$ cat config.mk
export PLATFORM = sky130hd
export DESIGN_NAME = cxr_resolver
export DESIGN_NICKNAME = d
export VERILOG_FILES = /design/src/rtl/cxr_pkg.sv /design/src/rtl/cxr_decide.sv /design/src/rtl/cxr_addr_gen.sv /design/src/rtl/cxr_mode_fsm.sv /design/src/rtl/cxr_resolver.sv
export SDC_FILE = /design/constraint.sdc
export NUM_CORES = 1
export LEC_CHECK = 0
export CAP_MARGIN = 20
export CORE_MARGIN = 10
export CORE_UTILIZATION = 25
export DETAILED_ROUTE_END_ITERATION = 6
export SETUP_SLACK_MARGIN = 0.2
export SLEW_MARGIN = 5
export SYNTH_ARGS = -nofsm -noshare
export SYNTH_HDL_FRONTEND = slang
export SYNTH_SLANG_ARGS = --single-unit
$ cat constraint.sdc
create_clock -name clk -period 7.4 [get_ports clk]
set_input_delay 2.22 -clock clk [delete_from_list [all_inputs] [get_ports clk]]
set_output_delay 2.22 -clock clk [all_outputs]
set_load 0.01 [all_outputs]
$ cat src/rtl/cxr_pkg.sv
package cxr_pkg;

    localparam logic [2:0] KIND_COND     = 3'd0;
    localparam logic [2:0] KIND_JUMP     = 3'd1;
    localparam logic [2:0] KIND_DIRECT_A = 3'd2;
    localparam logic [2:0] KIND_DIRECT_B = 3'd3;
    localparam logic [2:0] KIND_RETURN   = 3'd4;

    typedef enum logic [1:0] {
        VERD_NONE   = 2'd0,
        VERD_GOOD   = 2'd1,
        VERD_BAD    = 2'd2,
        VERD_UNPRED = 2'd3
    } verdict_e;

    typedef enum logic {
        MODE_PREDICT = 1'b0,
        MODE_UNPRED  = 1'b1
    } fetch_mode_e;

    typedef enum logic {
        ADDR_TARGET = 1'b0,
        ADDR_SLOT   = 1'b1
    } addr_form_e;

endpackage

$ cat src/rtl/cxr_decide.sv
module cxr_decide
    import cxr_pkg::*;
(
    input  logic       was_unpred,
    input  logic       slot_fetched,
    input  logic       annul_bit,
    input  logic [2:0] xfer_kind,
    input  logic       dir_taken,
    input  logic       dir_guess,
    output verdict_e   verdict,
    output addr_form_e form
);

    logic skip_check;
    logic wrong_dir;
    logic keep_slot;

    always_comb begin
        skip_check = (xfer_kind == KIND_DIRECT_A) || (xfer_kind == KIND_DIRECT_B);
        wrong_dir  = dir_taken != dir_guess;
        // an annulling conditional guessed not-taken still owes its slot
        keep_slot  = !slot_fetched ||
                     (annul_bit && (xfer_kind == KIND_COND) && !dir_guess);
    end

    always_comb begin
        verdict = VERD_NONE;
        form    = ADDR_TARGET;
        unique case ({was_unpred, skip_check})
            2'b10, 2'b11: begin
                verdict = VERD_UNPRED;
                form    = (annul_bit || slot_fetched) ? ADDR_TARGET : ADDR_SLOT;
            end
            2'b01: begin
                verdict = VERD_NONE;
            end
            default: begin
                if (wrong_dir) begin
                    verdict = VERD_BAD;
                    form    = keep_slot ? ADDR_SLOT : ADDR_TARGET;
                end else begin
                    verdict = VERD_GOOD;
                end
            end
        endcase
    end

    always_comb begin
        AST_SKIP_IS_SILENT: assert (!(skip_check && !was_unpred) || verdict == VERD_NONE);
    end

endmodule

$ cat src/rtl/cxr_addr_gen.sv
module cxr_addr_gen
    import cxr_pkg::*;
#(
    parameter int ADDR_W     = 32,
    parameter int INSN_BYTES = 4
) (
    input  logic [ADDR_W-1:0] br_pc,
    input  logic [ADDR_W-1:0] br_dest,
    input  addr_form_e        form,
    output logic [ADDR_W-1:0] pc_out,
    output logic [ADDR_W-1:0] npc_out
);

    localparam logic [ADDR_W-1:0] STEP = ADDR_W'(INSN_BYTES);

    logic [ADDR_W-1:0] slot_pc;
    logic [ADDR_W-1:0] dest_next;

    always_comb begin
        slot_pc   = br_pc + STEP;
        dest_next = br_dest + STEP;
        unique case (form)
            ADDR_SLOT: begin
                pc_out  = slot_pc;
                npc_out = br_dest;
            end
            ADDR_TARGET: begin
                pc_out  = br_dest;
                npc_out = dest_next;
            end
            default: begin
                pc_out  = br_dest;
                npc_out = dest_next;
            end
        endcase
    end

endmodule

$ cat src/rtl/cxr_mode_fsm.sv
module cxr_mode_fsm
    import cxr_pkg::*;
(
    input  logic clk,
    input  logic rst_n,
    input  logic mode_enter,
    input  logic mode_clear,
    output logic active
);

    fetch_mode_e state_q;
    fetch_mode_e state_d;

    always_ff @(posedge clk) begin
        if (!rst_n) state_q <= MODE_PREDICT;
        else        state_q <= state_d;
    end

    always_comb begin
        state_d = state_q;
        unique case (state_q)
            MODE_PREDICT: if (mode_enter) state_d = MODE_UNPRED;
            MODE_UNPRED:  if (mode_clear && !mode_enter) state_d = MODE_PREDICT;
            default:      state_d = MODE_PREDICT;
        endcase
        active = (state_q == MODE_UNPRED);
    end

    AST_MODE_CLEARS: assert property (@(posedge clk) disable iff (!rst_n)
        (mode_clear && !mode_enter) |=> !active);

    AST_MODE_ENTERS: assert property (@(posedge clk) disable iff (!rst_n)
        mode_enter |=> active);

endmodule

$ cat src/rtl/cxr_resolver.sv
module cxr_resolver
    import cxr_pkg::*;
#(
    parameter int ADDR_W     = 32,
    parameter int INSN_BYTES = 4
) (
    input  logic              clk,
    input  logic              rst_n,
    input  logic              mode_enter,
    input  logic              rsv_valid,
    input  logic [ADDR_W-1:0] br_pc,
    input  logic [ADDR_W-1:0] br_dest,
    input  logic              dir_taken,
    input  logic              dir_guess,
    input  logic              annul_bit,
    input  logic [2:0]        xfer_kind,
    input  logic              was_unpred,
    input  logic              slot_fetched,
    output logic              redirect,
    output logic [ADDR_W-1:0] new_pc,
    output logic [ADDR_W-1:0] new_npc,
    output logic              ckpt_release,
    output logic              ckpt_recover,
    output logic              fetch_unstall,
    output logic              unpred_active
);

    localparam logic [ADDR_W-1:0] STEP = ADDR_W'(INSN_BYTES);

    verdict_e          verdict;
    addr_form_e        form;
    logic [ADDR_W-1:0] pc_calc;
    logic [ADDR_W-1:0] npc_calc;
    logic              clear_mode;

    cxr_decide u_decide (
        .was_unpred   (was_unpred),
        .slot_fetched (slot_fetched),
        .annul_bit    (annul_bit),
        .xfer_kind    (xfer_kind),
        .dir_taken    (dir_taken),
        .dir_guess    (dir_guess),
        .verdict      (verdict),
        .form         (form)
    );

    cxr_addr_gen #(
        .ADDR_W     (ADDR_W),
        .INSN_BYTES (INSN_BYTES)
    ) u_addr (
        .br_pc   (br_pc),
        .br_dest (br_dest),
        .form    (form),
        .pc_out  (pc_calc),
        .npc_out (npc_calc)
    );

    assign clear_mode = rsv_valid && (verdict == VERD_UNPRED);

    cxr_mode_fsm u_mode (
        .clk        (clk),
        .rst_n      (rst_n),
        .mode_enter (mode_enter),
        .mode_clear (clear_mode),
        .active     (unpred_active)
    );

    always_ff @(posedge clk) begin
        if (!rst_n) begin
            redirect      <= 1'b0;
            ckpt_release  <= 1'b0;
            ckpt_recover  <= 1'b0;
            fetch_unstall <= 1'b0;
            new_pc        <= '0;
            new_npc       <= '0;
        end else begin
            redirect      <= 1'b0;
            ckpt_release  <= 1'b0;
            ckpt_recover  <= 1'b0;
            fetch_unstall <= 1'b0;
            if (rsv_valid) begin
                unique case (verdict)
                    VERD_NONE: ;
                    VERD_GOOD: ckpt_release <= 1'b1;
                    VERD_BAD: begin
                        ckpt_recover <= 1'b1;
                        redirect     <= 1'b1;
                        new_pc       <= pc_calc;
                        new_npc      <= npc_calc;
                    end
                    VERD_UNPRED: begin
                        fetch_unstall <= 1'b1;
                        redirect      <= 1'b1;
                        new_pc        <= pc_calc;
                        new_npc       <= npc_calc;
                    end
                    default: ;
                endcase
            end
        end
    end

    AST_ONE_VERDICT: assert property (@(posedge clk) disable iff (!rst_n)
        $countones({ckpt_release, ckpt_recover, fetch_unstall}) <= 1);

    AST_STROBE_NEEDS_RESOLVE: assert property (@(posedge clk) disable iff (!rst_n)
        !rsv_valid |=> !(redirect || ckpt_release || ckpt_recover || fetch_unstall));

    AST_RELEASE_NO_REDIRECT: assert property (@(posedge clk) disable iff (!rst_n)
        ckpt_release |-> !redirect);

    AST_RECOVER_REDIRECTS: assert property (@(posedge clk) disable iff (!rst_n)
        ckpt_recover |-> redirect);

    AST_PAIR_SHAPE: assert property (@(posedge clk) disable iff (!rst_n)
        (rsv_valid && (was_unpred || dir_taken != dir_guess)
         && (was_unpred || (xfer_kind != KIND_DIRECT_A && xfer_kind != KIND_DIRECT_B)))
        |=> ((new_pc == $past(br_dest) && new_npc == $past(br_dest) + STEP) ||
             (new_pc == $past(br_pc) + STEP && new_npc == $past(br_dest))));

    AST_ADDR_HOLD: assert property (@(posedge clk) disable iff (!rst_n)
        !redirect && !$past(!rst_n) |-> $stable(new_pc) && $stable(new_npc));

endmodule

Word level (Yosys, flattened, before mapping)
Cells that the tools add are included.

operators by class
  add/subtract/negate cells = 2
  muxes and demuxes = 15
  eq/ne operators = 9
  reductions and logical operators = 15
  bitwise operators = 2

operator list
  cell                                                 number
  case mux 32 bit (2 select lines)                     2
  adder 32 x 3 -> 32 bit, second input constant        2
  2-to-1 mux 1 bit                                     9
  equality test 2 bit, second input constant           4
  equality test 3 x 2 -> 1 bit, second input constant  2
  equality test 2 x 1 -> 1 bit, second input constant  2
  logical AND 1 bit                                    4
  case mux 1 bit (2 select lines)                      2
  case mux 2 bit (2 select lines)                      1
  AND reduction 2 bit                                  2
  OR reduction 2 bit                                   2
  zero test 1 bit                                      3
  zero test 3 bit                                      1
  logical OR 1 bit                                     3
  2-to-1 mux 2 bit                                     1
  NOT 1 bit                                            2
  inequality test 1 bit                                1

storage, ports and cells
  word-level logic and storage cells = 50
  register bits = 69

Depth between registers and ports, before layout
  word-level depth = 10
  mapped depth = 8
  gate-level depth less buffers = 6

Modules after synthesis
Synthesis repeated with hierarchy kept, for this count alone.

unflattened totals
  cell total of the unflattened synthesis = 577
  area total of the unflattened synthesis = 4,555.6 um^2

by module, submodules not included
  module        area each (um^2)  cells an instance  seq. area each (um^2)  times used
  cxr_resolver  2,874.0           304                1,361.3                1
  cxr_addr_gen  1,556.5           259                0.0                    1
  cxr_decide    83.8              11                 0.0                    1
  cxr_mode_fsm  41.3              3                  20.0                   1

Worst setup path before layout
OpenSTA, ideal clock, no wires.

  kind = input to register
  from = in br_pc[2]
  to = reg new_pc[24]
  setup slack = 3.460 ns
  data arrival time = 3.883 ns
  setup time = 0.058 ns
  cell stages on the path = 6
  path buffers = 0
  data required time = 7.342 ns
  cell sequence = ha_1 > inv_1 > or4_4 > or4_1 > a311oi_1 > a21o_1

between the ends
  cells in the longest elaborated chain, start to end = 2

RTL lines
  element                           line                text
  start, declared                   cxr_resolver.sv:11  input logic [ADDR_W-1:0] br_pc,
  adder 32 x 3 -> 32 bit            cxr_addr_gen.sv:20  slot_pc = br_pc + STEP;
  case mux 32 bit (2 select lines)  cxr_addr_gen.sv:22  unique case (form)
  end signal, assigned              cxr_resolver.sv:88  new_pc <= pc_calc;
  end signal, assigned              cxr_resolver.sv:94  new_pc <= pc_calc;
  end, declared                     cxr_resolver.sv:20  output logic [ADDR_W-1:0] new_pc,

Every way passes these cells.
A chain may end at the register's enable or synchronous reset.

Worst setup path in the final report
  from = in dir_guess
  to = reg new_pc[25]

between the ends
  cells in the longest elaborated chain, start to end = 8
  elaborated cells between the ends (all ways) = 15

RTL lines
  element                           line                text
  start, declared                   cxr_resolver.sv:14  input logic dir_guess,
  zero test 1 bit                   cxr_decide.sv:23    (annul_bit && (xfer_kind == KIND_COND) && !dir_guess);
  logical AND 1 bit                 cxr_decide.sv:23
  logical OR 1 bit                  cxr_decide.sv:22    keep_slot = !slot_fetched ||
  2-to-1 mux 1 bit                  cxr_decide.sv:40    form = keep_slot ? ADDR_SLOT : ADDR_TARGET;
  2-to-1 mux 1 bit                  cxr_decide.sv:38    if (wrong_dir) begin
  case mux 1 bit (2 select lines)   cxr_decide.sv:29    unique case ({was_unpred, skip_check})
  NOT 1 bit                         cxr_addr_gen.sv:22
  case mux 32 bit (2 select lines)  cxr_addr_gen.sv:22

Several ways; a longest one is shown, not always the timed one.

==> out/qor.txt <==
YOSYS
-------------------------------------------------------------------------------------------
Most frequent cells after synthesis                                            nand2_1, dfxtp_1, o21ai_0, nand3_1, xnor2_1
Most frequent cell after synthesis                                                  nand2_1
Number of instances in the synthesized netlist                                          496
Largest area contributor in the netlist                                             dfxtp_1
Proportion of register bits with asynchronous set or reset after synthesis               0%
Netlist cell types                                                                       59
Portion of synthesized cell area occupied by the leading cell type                    34.7%
Syn_nets                                                                                574
Flop and latch count out of synthesis                                                    69
Dominant synthesized flop cell                                                      dfxtp_1
Synthesized area                                                                 3980 sq um
Mean Syn Cell Area                                                               8.03 sq um
Part of the Yosys area used for sequential elements                                   34.7%
Number of warning messages in the yosys log                                               0
Top cells by area in the synthesized netlist                                   dfxtp_1, xnor2_1, nand2_1, o21ai_0, nand3_1
Number of enable flip-flop cells after synthesis                                          0

CLOCK NETWORK
-------------------------------------------------------------------------------------------
Total of hold buffers inserted after clock tree synthesis                                 0
Number of buffers inserted to repair setup after CTS                                      0
Later-pin clock latency in the skew report                                          0.33 ns
Max clock buf depth                                                                       2
CTS Root Cell                                                                     clkbuf_16
Clk slew on worst S/H paths                                                         0.06 ns
TritonCTS clock tree                                                                  built
H-Tree Level Count                                                                        3
TritonCTS Buffers                                                                         9
Number of sinks driven by the clock tree                                                 69
Post-CTS sizing                                                                           0

POWER AND IR DROP
-------------------------------------------------------------------------------------------
Logic gate share of total power                                                       23.3%
Reported leakage power                                                           0.00195 uW
Pwr per Cell Area                                                               197 nW/um^2
Clock power frac                                                                      40.2%
Register share of total power                                                         36.5%
Psw                                                                                  321 uW
Internal                                                                             842 uW
Worst vdd rail ir drop                                                             0.111 mV
Switching part of the total                                                           27.6%

CELLS AND AREA
-------------------------------------------------------------------------------------------
Signed area change from the synthesized netlist to the final layout                   48.5%
FILL cells                                                                             1640
Share of post-route cells with drive strength above 1                                 5.25%
Number of diodes added for antenna fixing                                                 0
Nets                                                                                    701

MIN PATH
-------------------------------------------------------------------------------------------
Hold Path Class                                                                register to register
Worst hold path startpoint                                                      new_npc[10]

GLOBAL ROUTE
-------------------------------------------------------------------------------------------
Overflow left after global routing                                                        0
Global-route wire length before repair                                             25400 um
Met2 usage in global routing                                                          24.6%
Maximum number of pins on one net before global-route repair                             55
Global routing met1 resource utilization                                              18.5%
Global-route usage over all layers                                                    14.8%
Global routing met3 resource utilization                                              3.46%
Global routing's busiest layer                                                         met2
Antenna violations before repair                                                          0
Via count of the first global-routing pass                                             4286

TIMING
-------------------------------------------------------------------------------------------
Number of hold violations in the final report                                             0
Worst hold slack after final layout                                                0.453 ns
Setup repair after global routing missed its margin                                      no
Fin crit period                                                                     5.28 ns
Worst slew slack as a fraction of its limit                                           40.8%
Skew final                                                                             0 ns
Total Negative Setup Slacks                                                            0 ns
Final setup violation count                                                               0
Max Clock Freq                                                                      189 MHz
Max-slew violation total from the final report                                            0
Actual slew at the worst max-slew pin                                              0.880 ns
Fraction of the cycle the final worst path needs                                      71.4%

FLOORPLAN
-------------------------------------------------------------------------------------------
Starting density of the core                                                          25.3%
Die Outline Area                                                                21400 sq um
Std-Cell Core Area                                                              15800 sq um
Vertical die dimension                                                               146 um
Number of placement rows                                                                 46
IO Count                                                                                145
Die outline width                                                                    146 um

RUN
-------------------------------------------------------------------------------------------
Max-cap check violation count                                                             0

CRITICAL PATH
-------------------------------------------------------------------------------------------
Category of the worst setup path capture point                                     register
Worst Path Required                                                                 7.64 ns
Worst Path Class, Setup                                                        input port to register
Element type at the critical path start                                          input port
Data arrival, critical path                                                         5.53 ns
First element of the critical path                                                dir_guess
CP max FO                                                                                54
Beginning of the worst register-to-register path                                new_npc[31]

RUN STATUS
-------------------------------------------------------------------------------------------
Result of the run                                                              complete, no violations

PLACEMENT
-------------------------------------------------------------------------------------------
Port buffer count                                                                       144
HPWL after detailed placement                                                      12900 um
Last weighted congestion value of the routability-driven placer                       0.864

DETAILED ROUTING
-------------------------------------------------------------------------------------------
Via-per-instance ratio                                                                 5.18
Number of design-rule violations left by the first detailed-router iteration            332
Drt drc                                                                                   0
Average wire length per cell after detail routing                                   19.5 um
Final routed wirelength across all metal layers                                    16500 um
TritonRoute pass-1 iters                                                                  5
Antenna Nets Post-Route                                                                   0
Total via count in the routed design                                                   4369

## worst paths after layout
kind                                    end  slack (ns)  cells after the start
worst max-delay path             new_pc[25]        2.12                      8
worst min-delay path            new_npc[10]        0.45                      2
worst max register to register  new_npc[31]        6.52                      2
worst min register to register  new_npc[10]        0.45                      2
## placed cells by master, fill, tap and decap left out, types with 10 or more instances in the layout
cell	count
clkdlybuf4s50_1	144
nand2_1	71
dfxtp_1	69
o21ai_0	47
nand3_1	40
xnor2_1	33
a21oi_1	24
nand4_1	17
nor2_1	12
a211oi_1	10
xor2_1	10
## per-stage QoR
stage | setup WS, ns | total power [uW] | area [sq um] | cells | utilization (%)
floorplan | 3.46 | 541 | 3980 | 496 | -
global placement | 1.94 | 699 | 5570 | 827 | 35.3
detailed placement | 1.79 | 703 | 5570 | 827 | 35.3
CTS | 2.12 | 1170 | 5900 | 843 | 37.4
global route | 1.85 | 1210 | 5910 | 844 | 37.5
finish | 2.12 | 1160 | 5910 | 844 | 37.5
## flip-flops by register name, summed over array words and instances (netlist names)
signal	count
ckpt_recover	1
ckpt_release	1
redirect	1
fetch_unstall	1
new_pc	32
new_npc	32
u_mode.active	1
## kinds of logic after synthesis
| logic type | synth area share (%) |
|---|---|
| AO/OA/AOI/OAI | 23.8 |
| multiplexers | 1.01 |
| XOR/XNOR | 9.86 |
| adder cells (fa/ha/maj) | 0.628 |
| buffers and inverters | 5.12 |
| AND/OR/NAND/NOR | 24.9 |
| flip-flops | 34.7 |
## power by group through the flow
stage	registers (uW)	logic [uW]	clock network, uW
CTS	425	271	474
finish	424	271	467
global placement	432	267	0
floorplan	443	98.5	0
detailed placement	432	270	0
global route	428	292	490
## cell type report
type	instances	area, sq um	share of cell area, %
Clock buffer	11	243	4.10
Clock inverter	5	83.8	1.42
Inverter	8	30.0	0.508
Multi-Input combinational cell	385	2410	40.8
Sequential cell	69	1380	23.4
Tap cell	216	270	4.57
Timing Repair Buffer	150	1490	25.3
## worst max-delay path, cell delays in order
cell and delay [ns]:
clkdlybuf4s50_1 0.48, xnor2_2 0.25, o31ai_4 0.24, buf_4 0.45, nand2_1 0.59, inv_1 0.60
nand2_1 0.37, o221ai_1 0.30
## per-layer routing
metal | wire, um | vias up
met5 | 0 | -
met4 | 287 | 0
met3 | 1210 | 23
met2 | 7980 | 190
met1 | 7010 | 2051
li1 | - | 2105
Note: power is estimated with default switching activity, not from simulation.
